File: config.mk
export PLATFORM = sky130hd
export DESIGN_NAME = hygro_reader
export DESIGN_NICKNAME = d
export VERILOG_FILES = /design/src/rtl/hygro_pkg.sv /design/src/rtl/hygro_rst_sync.sv /design/src/rtl/hygro_sync.sv /design/src/rtl/hygro_timer.sv /design/src/rtl/hygro_frame.sv /design/src/rtl/hygro_reader.sv
export SDC_FILE = /design/constraint.sdc
export NUM_CORES = 1
export LEC_CHECK = 0
export BUFFER_PORTS_ARGS = -buffer_cell sky130_fd_sc_hd__buf_2
export CORE_ASPECT_RATIO = 1.1
export CORE_MARGIN = 5
export CORE_UTILIZATION = 39
export CTS_CLUSTER_SIZE = 40
export DETAILED_ROUTE_END_ITERATION = 7
export HOLD_SLACK_MARGIN = 0.03
export SLEW_MARGIN = 5
export SYNTH_ARGS = -nofsm -noshare
export SYNTH_HDL_FRONTEND = slang
export SYNTH_SLANG_ARGS = --single-unit
File: constraint.sdc
create_clock -name clk -period 4.4 [get_ports clk]
set_input_delay 0.66 -clock clk [delete_from_list [all_inputs] [get_ports clk]]
set_output_delay 0.66 -clock clk [all_outputs]
set_load 0.005 [all_outputs]
File: src/rtl/hygro_pkg.sv
package hygro_pkg;

  typedef enum logic [2:0] {
    S_IDLE,   // waiting for a request
    S_PULSE,  // pulling the line low
    S_REL,    // counted release window
    S_WLO,    // wait for the sensor to pull low
    S_WHI,    // wait for the acknowledge high phase
    S_WEND,   // wait for the end of the acknowledge
    S_BLO,    // bit low phase
    S_BHI     // bit high phase, being measured
  } rd_state_e;

  // microseconds to clock cycles, rounded down
  function automatic int unsigned us2cyc(input int unsigned clk_hz, input int unsigned us);
    longint unsigned prod;
    prod = longint'(clk_hz) * longint'(us);
    return int'(prod / 64'd1000000);
  endfunction

  function automatic int unsigned umax(input int unsigned a, input int unsigned b);
    return (a > b) ? a : b;
  endfunction

endpackage

File: src/rtl/hygro_rst_sync.sv
module hygro_rst_sync (
  input  logic clk,
  input  logic arst_n,
  output logic rst_q
);

  logic r1;

  always_ff @(posedge clk or negedge arst_n) begin
    if (!arst_n) begin
      r1    <= 1'b0;
      rst_q <= 1'b0;
    end else begin
      r1    <= 1'b1;
      rst_q <= r1;
    end
  end

endmodule

File: src/rtl/hygro_sync.sv
module hygro_sync #(
  parameter int   STAGES  = 2,
  parameter logic RST_VAL = 1'b1
) (
  input  logic clk,
  input  logic rst_n,
  input  logic d,
  output logic q
);

  logic [STAGES-1:0] chain;

  always_ff @(posedge clk or negedge rst_n) begin
    if (!rst_n) begin
      chain <= {STAGES{RST_VAL}};
    end else begin
      chain <= {chain[STAGES-2:0], d};
    end
  end

  assign q = chain[STAGES-1];

endmodule

File: src/rtl/hygro_timer.sv
module hygro_timer #(
  parameter int W = 10
) (
  input  logic         clk,
  input  logic         rst_n,
  input  logic         clr,
  output logic [W-1:0] cnt
);

  logic         inc_en;
  logic [W-1:0] cnt_d;

  assign inc_en = (cnt != {W{1'b1}});

  always_comb begin
    cnt_d = cnt;
    if (clr) begin
      cnt_d = '0;
    end else if (inc_en) begin
      cnt_d = cnt + 1'b1;
    end
  end

  always_ff @(posedge clk or negedge rst_n) begin
    if (!rst_n) begin
      cnt <= '0;
    end else begin
      cnt <= cnt_d;
    end
  end

endmodule

File: src/rtl/hygro_frame.sv
module hygro_frame #(
  parameter int NBITS = 40
) (
  input  logic             clk,
  input  logic             rst_n,
  input  logic             shift_en,
  input  logic             bit_in,
  input  logic             commit,
  output logic [NBITS-1:0] frame,
  output logic             sum_ok
);

  localparam int NBYTES = NBITS / 8;

  logic [NBITS-2:0] shreg;
  logic [NBITS-1:0] nxt_frame;
  logic [7:0]       acc;

  assign nxt_frame = {shreg, bit_in};

  // byte 0 is the check byte, the others are summed modulo 256
  always_comb begin
    acc = '0;
    for (int i = 1; i < NBYTES; i++) begin
      acc = acc + nxt_frame[i*8 +: 8];
    end
  end

  always_ff @(posedge clk or negedge rst_n) begin
    if (!rst_n) begin
      shreg <= '0;
    end else if (shift_en) begin
      shreg <= nxt_frame[NBITS-2:0];
    end
  end

  always_ff @(posedge clk or negedge rst_n) begin
    if (!rst_n) begin
      frame  <= '0;
      sum_ok <= 1'b0;
    end else if (commit) begin
      frame  <= nxt_frame;
      sum_ok <= (acc == nxt_frame[7:0]);
    end
  end

endmodule

File: src/rtl/hygro_reader.sv
module hygro_reader
  import hygro_pkg::*;
#(
  parameter int unsigned CLK_HZ      = 1_000_000,
  parameter int unsigned START_US    = 1000,
  parameter int unsigned REL_US      = 20,
  parameter int unsigned THR_US      = 40,
  parameter int unsigned TO_US       = 200,
  parameter int          SYNC_STAGES = 2,
  parameter int          NBITS       = 40
) (
  input  logic             clk,
  input  logic             rst_n,
  input  logic             start,
  input  logic             line_in,
  output logic             line_oe,
  output logic [NBITS-1:0] frame_data,
  output logic             sum_ok,
  output logic             data_ready,
  output logic             timeout
);

  localparam int unsigned START_CYC = us2cyc(CLK_HZ, START_US);
  localparam int unsigned REL_CYC   = us2cyc(CLK_HZ, REL_US);
  localparam int unsigned THR_CYC   = us2cyc(CLK_HZ, THR_US);
  localparam int unsigned TO_CYC    = us2cyc(CLK_HZ, TO_US);
  localparam int unsigned MAX_CYC   = umax(START_CYC, TO_CYC);
  localparam int          CW        = $clog2(MAX_CYC + 1);
  localparam int          BW        = $clog2(NBITS + 1);

  logic          rst_q;
  logic          ln;
  logic [CW-1:0] tcnt;
  logic          tclr;
  rd_state_e     st, st_d;
  logic [BW-1:0] bcnt;
  logic          accept, cap, fin, abort, to_hit, bit_val;

  hygro_rst_sync u_rst (
    .clk    (clk),
    .arst_n (rst_n),
    .rst_q  (rst_q)
  );

  hygro_sync #(
    .STAGES  (SYNC_STAGES),
    .RST_VAL (1'b1)
  ) u_sync (
    .clk   (clk),
    .rst_n (rst_q),
    .d     (line_in),
    .q     (ln)
  );

  hygro_timer #(
    .W (CW)
  ) u_timer (
    .clk   (clk),
    .rst_n (rst_q),
    .clr   (tclr),
    .cnt   (tcnt)
  );

  assign to_hit  = (tcnt == CW'(TO_CYC - 1));
  assign bit_val = (tcnt >= CW'(THR_CYC));

  // next-state logic
  always_comb begin
    st_d   = st;
    accept = 1'b0;
    cap    = 1'b0;
    fin    = 1'b0;
    abort  = 1'b0;
    unique case (st)
      S_IDLE: begin
        if (start) begin
          st_d   = S_PULSE;
          accept = 1'b1;
        end
      end
      S_PULSE: begin
        if (tcnt == CW'(START_CYC - 1)) st_d = S_REL;
      end
      S_REL: begin
        if (tcnt == CW'(REL_CYC - 1)) st_d = S_WLO;
      end
      S_WLO: begin
        if (!ln)        st_d  = S_WHI;
        else if (to_hit) abort = 1'b1;
      end
      S_WHI: begin
        if (ln)          st_d  = S_WEND;
        else if (to_hit) abort = 1'b1;
      end
      S_WEND: begin
        if (!ln)         st_d  = S_BLO;
        else if (to_hit) abort = 1'b1;
      end
      S_BLO: begin
        if (ln)          st_d  = S_BHI;
        else if (to_hit) abort = 1'b1;
      end
      S_BHI: begin
        if (!ln) begin
          cap = 1'b1;
          if (bcnt == BW'(1)) begin
            fin  = 1'b1;
            st_d = S_IDLE;
          end else begin
            st_d = S_BLO;
          end
        end else if (to_hit) begin
          abort = 1'b1;
        end
      end
      default: st_d = S_IDLE;
    endcase
    if (abort) st_d = S_IDLE;
  end

  assign tclr = (st_d != st);

  // state and control registers
  always_ff @(posedge clk or negedge rst_q) begin
    if (!rst_q) begin
      st <= S_IDLE;
    end else begin
      st <= st_d;
    end
  end

  always_ff @(posedge clk or negedge rst_q) begin
    if (!rst_q) begin
      bcnt <= '0;
    end else if (accept) begin
      bcnt <= BW'(NBITS);
    end else if (cap) begin
      bcnt <= bcnt - 1'b1;
    end
  end

  always_ff @(posedge clk or negedge rst_q) begin
    if (!rst_q) begin
      data_ready <= 1'b0;
      timeout    <= 1'b0;
    end else if (accept) begin
      data_ready <= 1'b0;
      timeout    <= 1'b0;
    end else begin
      if (fin)   data_ready <= 1'b1;
      if (abort) timeout    <= 1'b1;
    end
  end

  assign line_oe = (st == S_PULSE);

  hygro_frame #(
    .NBITS (NBITS)
  ) u_frame (
    .clk      (clk),
    .rst_n    (rst_q),
    .shift_en (cap),
    .bit_in   (bit_val),
    .commit   (fin),
    .frame    (frame_data),
    .sum_ok   (sum_ok)
  );

  // the pull only begins after a request
  assert_oe_after_start_R1: assert property (@(posedge clk) disable iff (!rst_q)
    $rose(line_oe) |-> $past(start));

  // the pull ends when the timer has covered the full pulse
  assert_oe_width_R1: assert property (@(posedge clk) disable iff (!rst_q)
    $fell(line_oe) |-> ($past(tcnt) == CW'(START_CYC - 1)));

  // flags are cleared by an accepted request
  assert_clear_on_start_R7: assert property (@(posedge clk) disable iff (!rst_q)
    accept |=> (!data_ready && !timeout));

  // a read never ends both complete and timed out
  assert_ready_timeout_excl_R9: assert property (@(posedge clk) disable iff (!rst_q)
    !(data_ready && timeout));

  // ready only rises on the capture of the last bit
  assert_ready_last_bit_R6: assert property (@(posedge clk) disable iff (!rst_q)
    $rose(data_ready) |-> ($past(bcnt) == BW'(1)));

  // an abandoned read leaves the line released and flags a timeout
  assert_abort_release_R9: assert property (@(posedge clk) disable iff (!rst_q)
    abort |=> (timeout && !line_oe && !data_ready));

endmodule

=== Word-level counts from Yosys, hierarchy flattened ===
Index checks and enable logic that the tools add are counted.

* Logic and storage cells: 68
* Output and inout port bits: 44
* Register bits: 105
* Bits of input ports: 4

* Equal/unequal tests: 14
* Magnitude comparators: 1
* $add $sub $neg: 5
* Multiplexer cells: 30
* Reductions and logical operators: 7

{| class="wikitable"
|+ Operators by type and width
! cell !! number
|-
| 2-to-1 mux 3 bit || 10
|-
| adder 8 bit || 3
|-
| one-hot mux 3 bit (8 select lines) || 1
|-
| 2-to-1 mux 10 bit || 2
|-
| 2-to-1 mux 1 bit || 14
|-
| == test 3 bit (second input constant) || 4
|-
| 2-to-1 mux 6 bit || 2
|-
| adder 10 x 1 -> 10 bit (second input constant) || 1
|-
| == test 10 bit (second input constant) || 1
|-
| == test 10 x 5 -> 1 bit (second input constant) || 1
|-
| == test 10 x 8 -> 1 bit (second input constant) || 1
|-
| >= comparator 10 x 6 -> 1 bit (second input constant) || 1
|-
| inequality test 10 bit (second input constant) || 1
|-
| == test 8 bit || 1
|-
| nonzero test 2 bit || 4
|-
| == test 3 x 2 -> 1 bit (second input constant) || 2
|-
| == test 6 x 1 -> 1 bit (second input constant) || 1
|-
| subtractor 6 x 1 -> 6 bit (second input constant) || 1
|-
| == test 3 x 1 -> 1 bit (second input constant) || 1
|-
| logical NOT 3 bit || 1
|-
| inequality test 3 bit || 1
|-
| OR reduction 3 bit || 1
|-
| one-hot mux 1 bit (2 select lines) || 1
|-
| OR reduction 2 bit || 1
|}

=== Depth between registers and ports, before layout ===
Gate-level depths: netlist (run 1).

* Depth after elaboration: 7
* Mapped depth: 11
* Mapped depth without buffers: 11

=== Hierarchy ===
A second synthesis (run 1) with hierarchy kept.

* Cells, all modules: 393
* Area total of the unflattened synthesis: 5,041.1 µm²

{| class="wikitable"
|+ Modules (own cells, without submodules)
! module !! area an instance (µm²) !! sequential area each (µm²) !! cells each !! instances
|-
| hygro_frame || 3,592.2 || 2,001.9 || 240 || 1
|-
| hygro_reader || 758.2 || 275.3 || 89 || 1
|-
| hygro_timer || 584.3 || 250.2 || 59 || 1
|-
| hygro_rst_sync || 53.8 || 50.0 || 3 || 1
|-
| hygro_sync || 52.6 || 52.6 || 2 || 1
|}

=== Least setup slack after synthesis (run 1) ===
OpenSTA, ideal clock, no wires.

* Path type: reg2reg
* From: register u_frame.shreg[8]
* To: register u_frame.sum_ok
* Buffers on the path: 0
* Cell stages (with the launch flop): 12
* Required time: 4,305 ps
* Period minus slack after synthesis: 3,042 ps
* Setup time: 95 ps
* Setup slack: 1,358 ps
* Arrival: 2,947 ps
* Cells stage by stage: dfrtp_1 > fa_1 > inv_1 > fa_1 > inv_1 > ha_1 > fa_1 > a21o_1 > a21oi_1 > o21ai_0 > xnor2_1 > o31ai_1

* Cells in the longest elaborated chain, start to end: 4

{| class="wikitable"
|+ RTL lines
! item !! line !! text
|-
| start, declared || hygro_frame.sv:15 || <nowiki>logic [NBITS-2:0] shreg;</nowiki>
|-
| start signal, assigned || hygro_frame.sv:33 || <nowiki>shreg <= nxt_frame[NBITS-2:0];</nowiki>
|-
| adder 8 bit (3 in a row) || hygro_frame.sv:25 || <nowiki>acc = acc + nxt_frame[i*8 +: 8];</nowiki>
|-
| == test 8 bit || hygro_frame.sv:43 || <nowiki>sum_ok <= (acc == nxt_frame[7:0]);</nowiki>
|-
| end signal, assigned || hygro_frame.sv:43 ||
|-
| end, declared || hygro_frame.sv:10 || <nowiki>output logic sum_ok</nowiki>
|}

Every way passes these cells.
A chain may end at the register's enable or synchronous reset.

=== Worst setup path in the final report (run 1) ===
Ends and elaborated chain as after synthesis.

==> results of run 1 <==
## report_power, final
part	total, uW	internal, uW	switching [uW]
registers	1050	991	56.0
clock network	782	406	376
logic	134	56.8	77.7
## cell families after synthesis
logic type | share of synthesized area (%)
other cells | 0.0752
xor+xnor | 4.49
mux | 0.201
buf+inv | 3.57
compound gates | 6.65
flops | 52.8
fa+ha+maj | 8.39
simple gates | 23.9
## worst register-to-register path, stage by stage, from the launching register on
cell	delay, ps
dfrtp_1	440
fa_1	550
inv_1	50
fa_1	490
inv_1	40
ha_1	220
fa_1	410
a21o_1	190
a21oi_1	200
o21ai_0	140
xnor2_1	140
o31ai_1	240
## metrics by stage
step / worst slack, ps / cell area (sq um) / cells / utilization [%]
global placement: 1250 / 5350 / 712 / 42.5
CTS: 1180 / 5640 / 728 / 44.8
detailed placement: 1200 / 5350 / 712 / 42.5
global route: 977 / 5640 / 728 / 44.8
finish: 1180 / 5640 / 728 / 44.8
floorplan: 1260 / 4980 / 528 / -
## area by class of cell
class	count	share of cell area [%]
clock inverters	6	0.866
repair buffers	52	4.84
well taps	157	3.49
multi-input cells	381	38.7
inverters	17	1.13
flip-flops and latches	105	46.7
clock buffers	10	4.24
## state kept, by name (all words and copies together) (netlist names)
signal and flops:
u_rst.rst_q 1, u_frame.sum_ok 1, data_ready 1, bcnt 6
u_rst.r1 1, u_frame.shreg 39, u_timer.cnt 10, timeout 1
u_frame.frame 40, st 3, u_sync.chain 2
## worst paths after layout
path / to / slack (ps)
hold / removal: u_rst.rst_q$_DFF_PN0_ / 80
hold reg to reg: u_sync.chain[1]$_DFF_PN1_ / 360
setup reg to reg: u_frame.sum_ok$_DFFE_PN0P_ / 1180
min in group clk: u_sync.chain[1]$_DFF_PN1_ / 360
max in group asynchronous: u_frame.shreg[25]$_DFFE_PN0P_ / 2950
setup / recovery: u_frame.sum_ok$_DFFE_PN0P_ / 1180
## per-layer routing
layer	track usage, %	share of wire [%]	up-vias
met2	23.0	49	46
met3	2.73	3.6	12
met1	19.1	46	1731
li1	-	-	1776
met4	5.53	1.7	0
met5	0	0	-
## cell usage after synthesis, types with 2 or more instances
library cell	number	area share [%]
a211oi_1	3	0.45
xnor2_1	15	2.6
xor2_1	8	1.4
nor2_1	15	1.1
nor4_1	4	0.50
nand4b_1	2	0.35
or3_1	5	0.63
o21a_1	2	0.30
nor3_1	11	1.1
buf_2	6	0.60
a21oi_1	8	0.80
a31oi_1	2	0.25
dfstp_2	2	1.1
nand4_1	4	0.50
o21ai_0	25	2.5
inv_1	17	1.3
o22ai_1	2	0.25
fa_1	14	5.6
dfrtp_1	103	52
ha_1	11	2.8
clkbuf_1	16	1.2
nand3_1	6	0.60
or4_1	2	0.30
nand2_1	214	16
and3_1	6	0.75
nand2b_1	4	0.50
==> impl_metrics.ini, run 1 <==
[timing]
hold_violations = 0
finClkSkew_ps = 7.92
relSlewSlack_pct = 36.0
max_slew.worst_pin.slew_ps = 960
hold_slack_ps = 80.3
fmax_mhz = 311
fin_tns_setup_ps = 0
setup_viol = 0
fin_crit_sh_pct = 73.1
rsz0062_at_grt = no
min_period_ps = 3220
finalMaxSlewViolations = 0

[clock_network]
cts_hold_buf = 0
cts_made_buffers = 9
cts_num_sinks = 105
cts_setup_buffers = 0
clockRootBuffer = clkbuf_16
cts_max_level = 3
cts_tree = done
clkLatencyLatePin_ps = 350
clk_pin_slew_ps = 70
clockBufferDepth = 2
post_cts_resized = 0

[detailed_routing]
drt_wl_total_um = 10200
wl_per_cell_um = 14.0
route.vias.total = 3565
drt_iter0_markers = 224
drc = 0
routed_via_density = 4.90
drtAntennaViolNets = 0
firstDrtPassIters = 4

[power]
power.total_uw = 1960
ir_worst_vdd_v = 0.000222
leakage_uw = 0.00303
powerDensity_nw_per_um2 = 348

[run_status]
status = finished, final reports clean

[global_routing]
antenna_found_initial = 0
overflow = 0
grt_pass1_vias = 3535
grt_usage_pct = 14.2
grt_max_degree = 74
grt_pass1_wl_um = 17700

[synth]
syn_area_per_cell_sq_um = 9.44
synth_area_sq_um = 4980
synthCells = 528
synth_edf_count = 0
ys_seq_elements = 105
async_reset_ff_share_pct = 100
yosysUniqueCellTypes = 47
ys_warn_count = 0
synth_flop_cell = dfrtp_1
yosysSeqAreaShare_pct = 52.8
syn_nets = 557

[final_layout]
areaGrowthSynthToFinish_pct = 13.1
seq_area_sq_um = 2630
mostFrequentLayoutCell = nand2_1
drive_gt1_share_pct = 13.7
multi_input_area_sq_um = 2180
fillers = 1276
final_cell_mix = nand2_1 (214), dfrtp_1 (102), buf_2 (47)
nNetsFinal = 595
diodes = 0

[critical_path]
crit_required_ps = 4650
slowest_stage = fa_1
cp-end-kind = register
worst_setup_path_start_kind = register
cp.buffers_inverters = 2
worstSetupPathType = reg2reg
path_cells = fa_1 -> inv_1 -> fa_1 -> inv_1 -> ha_1 -> fa_1 -> a21o_1 -> a21oi_1 -> o21ai_0 -> xnor2_1 -> o31ai_1
slowest_delay_ps = 550
cp_max_fo = 4
reg2reg_depth = 11
r2r-start = u_frame.shreg[8]$_DFFE_PN0P_
cp.depth = 11
critPathTopFamily = adder cells
arrival_ps = 3460
crit_top_cell = fa_1
startpoint = u_frame.shreg[8]$_DFFE_PN0P_

[placement]
io_buffers = 47
dpl.hpwl_um = 7050
place_congestion = 0.793

[die]
design.die.area_sq_um = 15100
ios = 48
rows = 43
fp.dieW_um = 118
initial_core_util_pct = 39.6
coreArea_sq_um = 12600
die_y_um = 129

[job]
cap_violations = 0

[hold_path]
worstHoldPathType = in2async
Power figures use the tool's default switching activity.
==> run 2, diff against run 1 <==
Clock period 4.4 ns to 2.85 ns, I/O delays scaled along.
==> run 2 against run 1 <==
Effect of this change: the run now ends with negative setup slack left; sequential power up 54%; clock power up 57%; cell count up 2.1%; via count up 1.9%; clock skew about the same; design area up 2.9%; first-iteration DRC count down 1.3%; routed wire length up 1.4%; global-route usage up 0.53 points; count of clock-buffer cells in the layout unchanged; worst hold slack better by 93 ps; register-to-register slack worse by 1300 ps.
==> impl_metrics.ini, run 2 (synthesized netlist as in run 1, its figures left out) <==
[clock_network]
cts_num_sinks = 105
cts_made_buffers = 9
clockBufferDepth = 2
cts_tree = done
cts_max_level = 3
clkLatencyLatePin_ps = 350
clockRootBuffer = clkbuf_16
clk_pin_slew_ps = 70

[placement]
io_buffers = 47
placedCellCount = 726
dpl.hpwl_um = 7330
place_congestion = 0.789
place_area_sq_um = 5470

[detailed_routing]
drtAntennaViolNets = 0
wl_per_cell_um = 13.9
route.vias.total = 3631
routed_via_density = 4.89
firstDrtPassIters = 4
drc = 0
drt_wl_total_um = 10300
drt_iter0_markers = 221

[final_layout]
final_area_sq_um = 5800
final_cell_mix = nand2_1 (214), dfrtp_1 (102), buf_2 (47)
multi_input_area_sq_um = 2210
mostFrequentLayoutCell = nand2_1
diodes = 0
fillers = 1262
largest_register_ffs = 40
reg_top3 = u_frame.frame x40, u_frame.shreg x39, u_timer.cnt x10
layout.cells.non_filler = 743
nNetsFinal = 610
drive_gt1_share_pct = 16.6
areaGrowthSynthToFinish_pct = 16.3
largest_register = u_frame.frame
seq_area_sq_um = 2630

[critical_path]
crit_required_ps = 3100
r2r-start = u_frame.shreg[8]$_DFFE_PN0P_
worstSetupPathType = reg2reg
r2r-end = u_frame.sum_ok$_DFFE_PN0P_
cp-end-kind = register
worst_setup_path_start_kind = register
reg2reg_depth = 11
arrival_ps = 3250
worst-r2r-setup-slack_ps = -160
cp_max_fo = 2

[global_routing]
antenna_found_initial = 0
grt_pass1_vias = 3782
grt_usage_pct = 14.8
grt_pass1_wl_um = 18400
overflow = 0
grt_max_degree = 69

[timing]
hold_violations = 0
finClkSkew_ps = 7.52
rsz0062_at_grt = yes
fin_crit_sh_pct = 105
finalMaxSlewViolations = 0
max_slew.worst_pin.slew_ps = 909
min_period_ps = 3010
hold_slack_ps = 173
relSlewSlack_pct = 39.4
setup_viol = 1
fmax_mhz = 333
postLayoutSetupSlackWorst_ps = -157

[die]
fp.dieW_um = 118
initial_core_util_pct = 39.6
rows = 43
die_y_um = 129
design.die.area_sq_um = 15100
coreArea_sq_um = 12600
ios = 48

[job]
cap_violations = 0

[power]
leakage_uw = 0.00312
powerDensity_nw_per_um2 = 529
ir_worst_vdd_v = 0.000282
power.total_uw = 3070

[hold_path]
worstHoldEndpoint = u_sync.chain[0]$_DFF_PN1_
min_delay_path_depth = 1
hp-start = line_in
worstHoldPathType = in2reg

[run_status]
status = finished with violations
violations = negative setup slack
## run 2: changes by cell type in the layout (fill, tap and decap cells not counted), moves of 2 or more
cell        previous run  this run
a21oi_1                8         6
inv_6                  3         0
clkinv_2               0         2
clkinvlp_4             3         1
buf_4                  5        18
a21oi_2                0         2
## run 2: through the flow
| stage | TNS (ps) | setup slack [ps] | util [%] |
|---|---|---|---|
| floorplan | -34.5 | -34.5 | - |
| global placement | -139 | -139 | 43.5 |
| detailed placement | -188 | -188 | 43.5 |
| CTS | -162 | -162 | 46.0 |
| global route | -283 | -283 | 46.0 |
| finish | -157 | -157 | 46.0 |
## run 2: metal layers
| layer | vias to the layer above | part of all wire (%) | GRT usage (%) |
|---|---|---|---|
| li1 | 1805 | - | - |
| met1 | 1758 | 46 | 19.3 |
| met2 | 56 | 49 | 24.2 |
| met3 | 12 | 3.6 | 3.30 |
| met4 | 0 | 1.7 | 5.67 |
| met5 | - | 0 | 0 |
## run 2: critical path: stages, from the launching register on
cell and delay [ps]:
dfrtp_1 400, fa_1 550, inv_1 50, fa_1 480, inv_1 40, ha_2 170, fa_2 540, xnor2_2 120
nand3_2 100, a21oi_2 110, nand4_1 90, o31ai_1 250
## run 2: repair_timing
item | 4_1_cts | 5_1_grt
endpoints found under the setup margin | 1 | 1
cloned | 0 | 0
buffers inserted | 0 | 0
pin swaps | 4 | 2
hold buffers | 1 | 0
hold endpoints to repair | 2 | 0
gates resized for setup | 1 | 2
## run 2: power breakdown
part	switching [uW]	internal, uW
combinational	124	94.2
sequential	86.3	1530
clock	548	686
total	759	2310
## run 2: worst max path at each step
stage,startpoint,to,slack (ps),depth (start not counted)
after floorplan,u_frame.shreg[24]$_DFFE_PN0P_,u_frame.sum_ok$_DFFE_PN0P_,-30,11
after global placement,u_frame.shreg[24]$_DFFE_PN0P_,u_frame.sum_ok$_DFFE_PN0P_,-140,11
after detailed placement,u_frame.shreg[24]$_DFFE_PN0P_,u_frame.sum_ok$_DFFE_PN0P_,-190,11
after CTS,u_frame.shreg[8]$_DFFE_PN0P_,u_frame.sum_ok$_DFFE_PN0P_,-160,11
after global routing,u_frame.shreg[8]$_DFFE_PN0P_,u_frame.sum_ok$_DFFE_PN0P_,-280,11
final,u_frame.shreg[8]$_DFFE_PN0P_,u_frame.sum_ok$_DFFE_PN0P_,-160,11
## run 2: cell type report
class                      count  area share, %
tap                          157           3.39
sequential                   105           45.4
timing repair buffer          67           6.91
clock inverter                 6           1.17
multi-input combinational    381           38.1
clock buffer                  10           3.95
inverter                      17           1.10
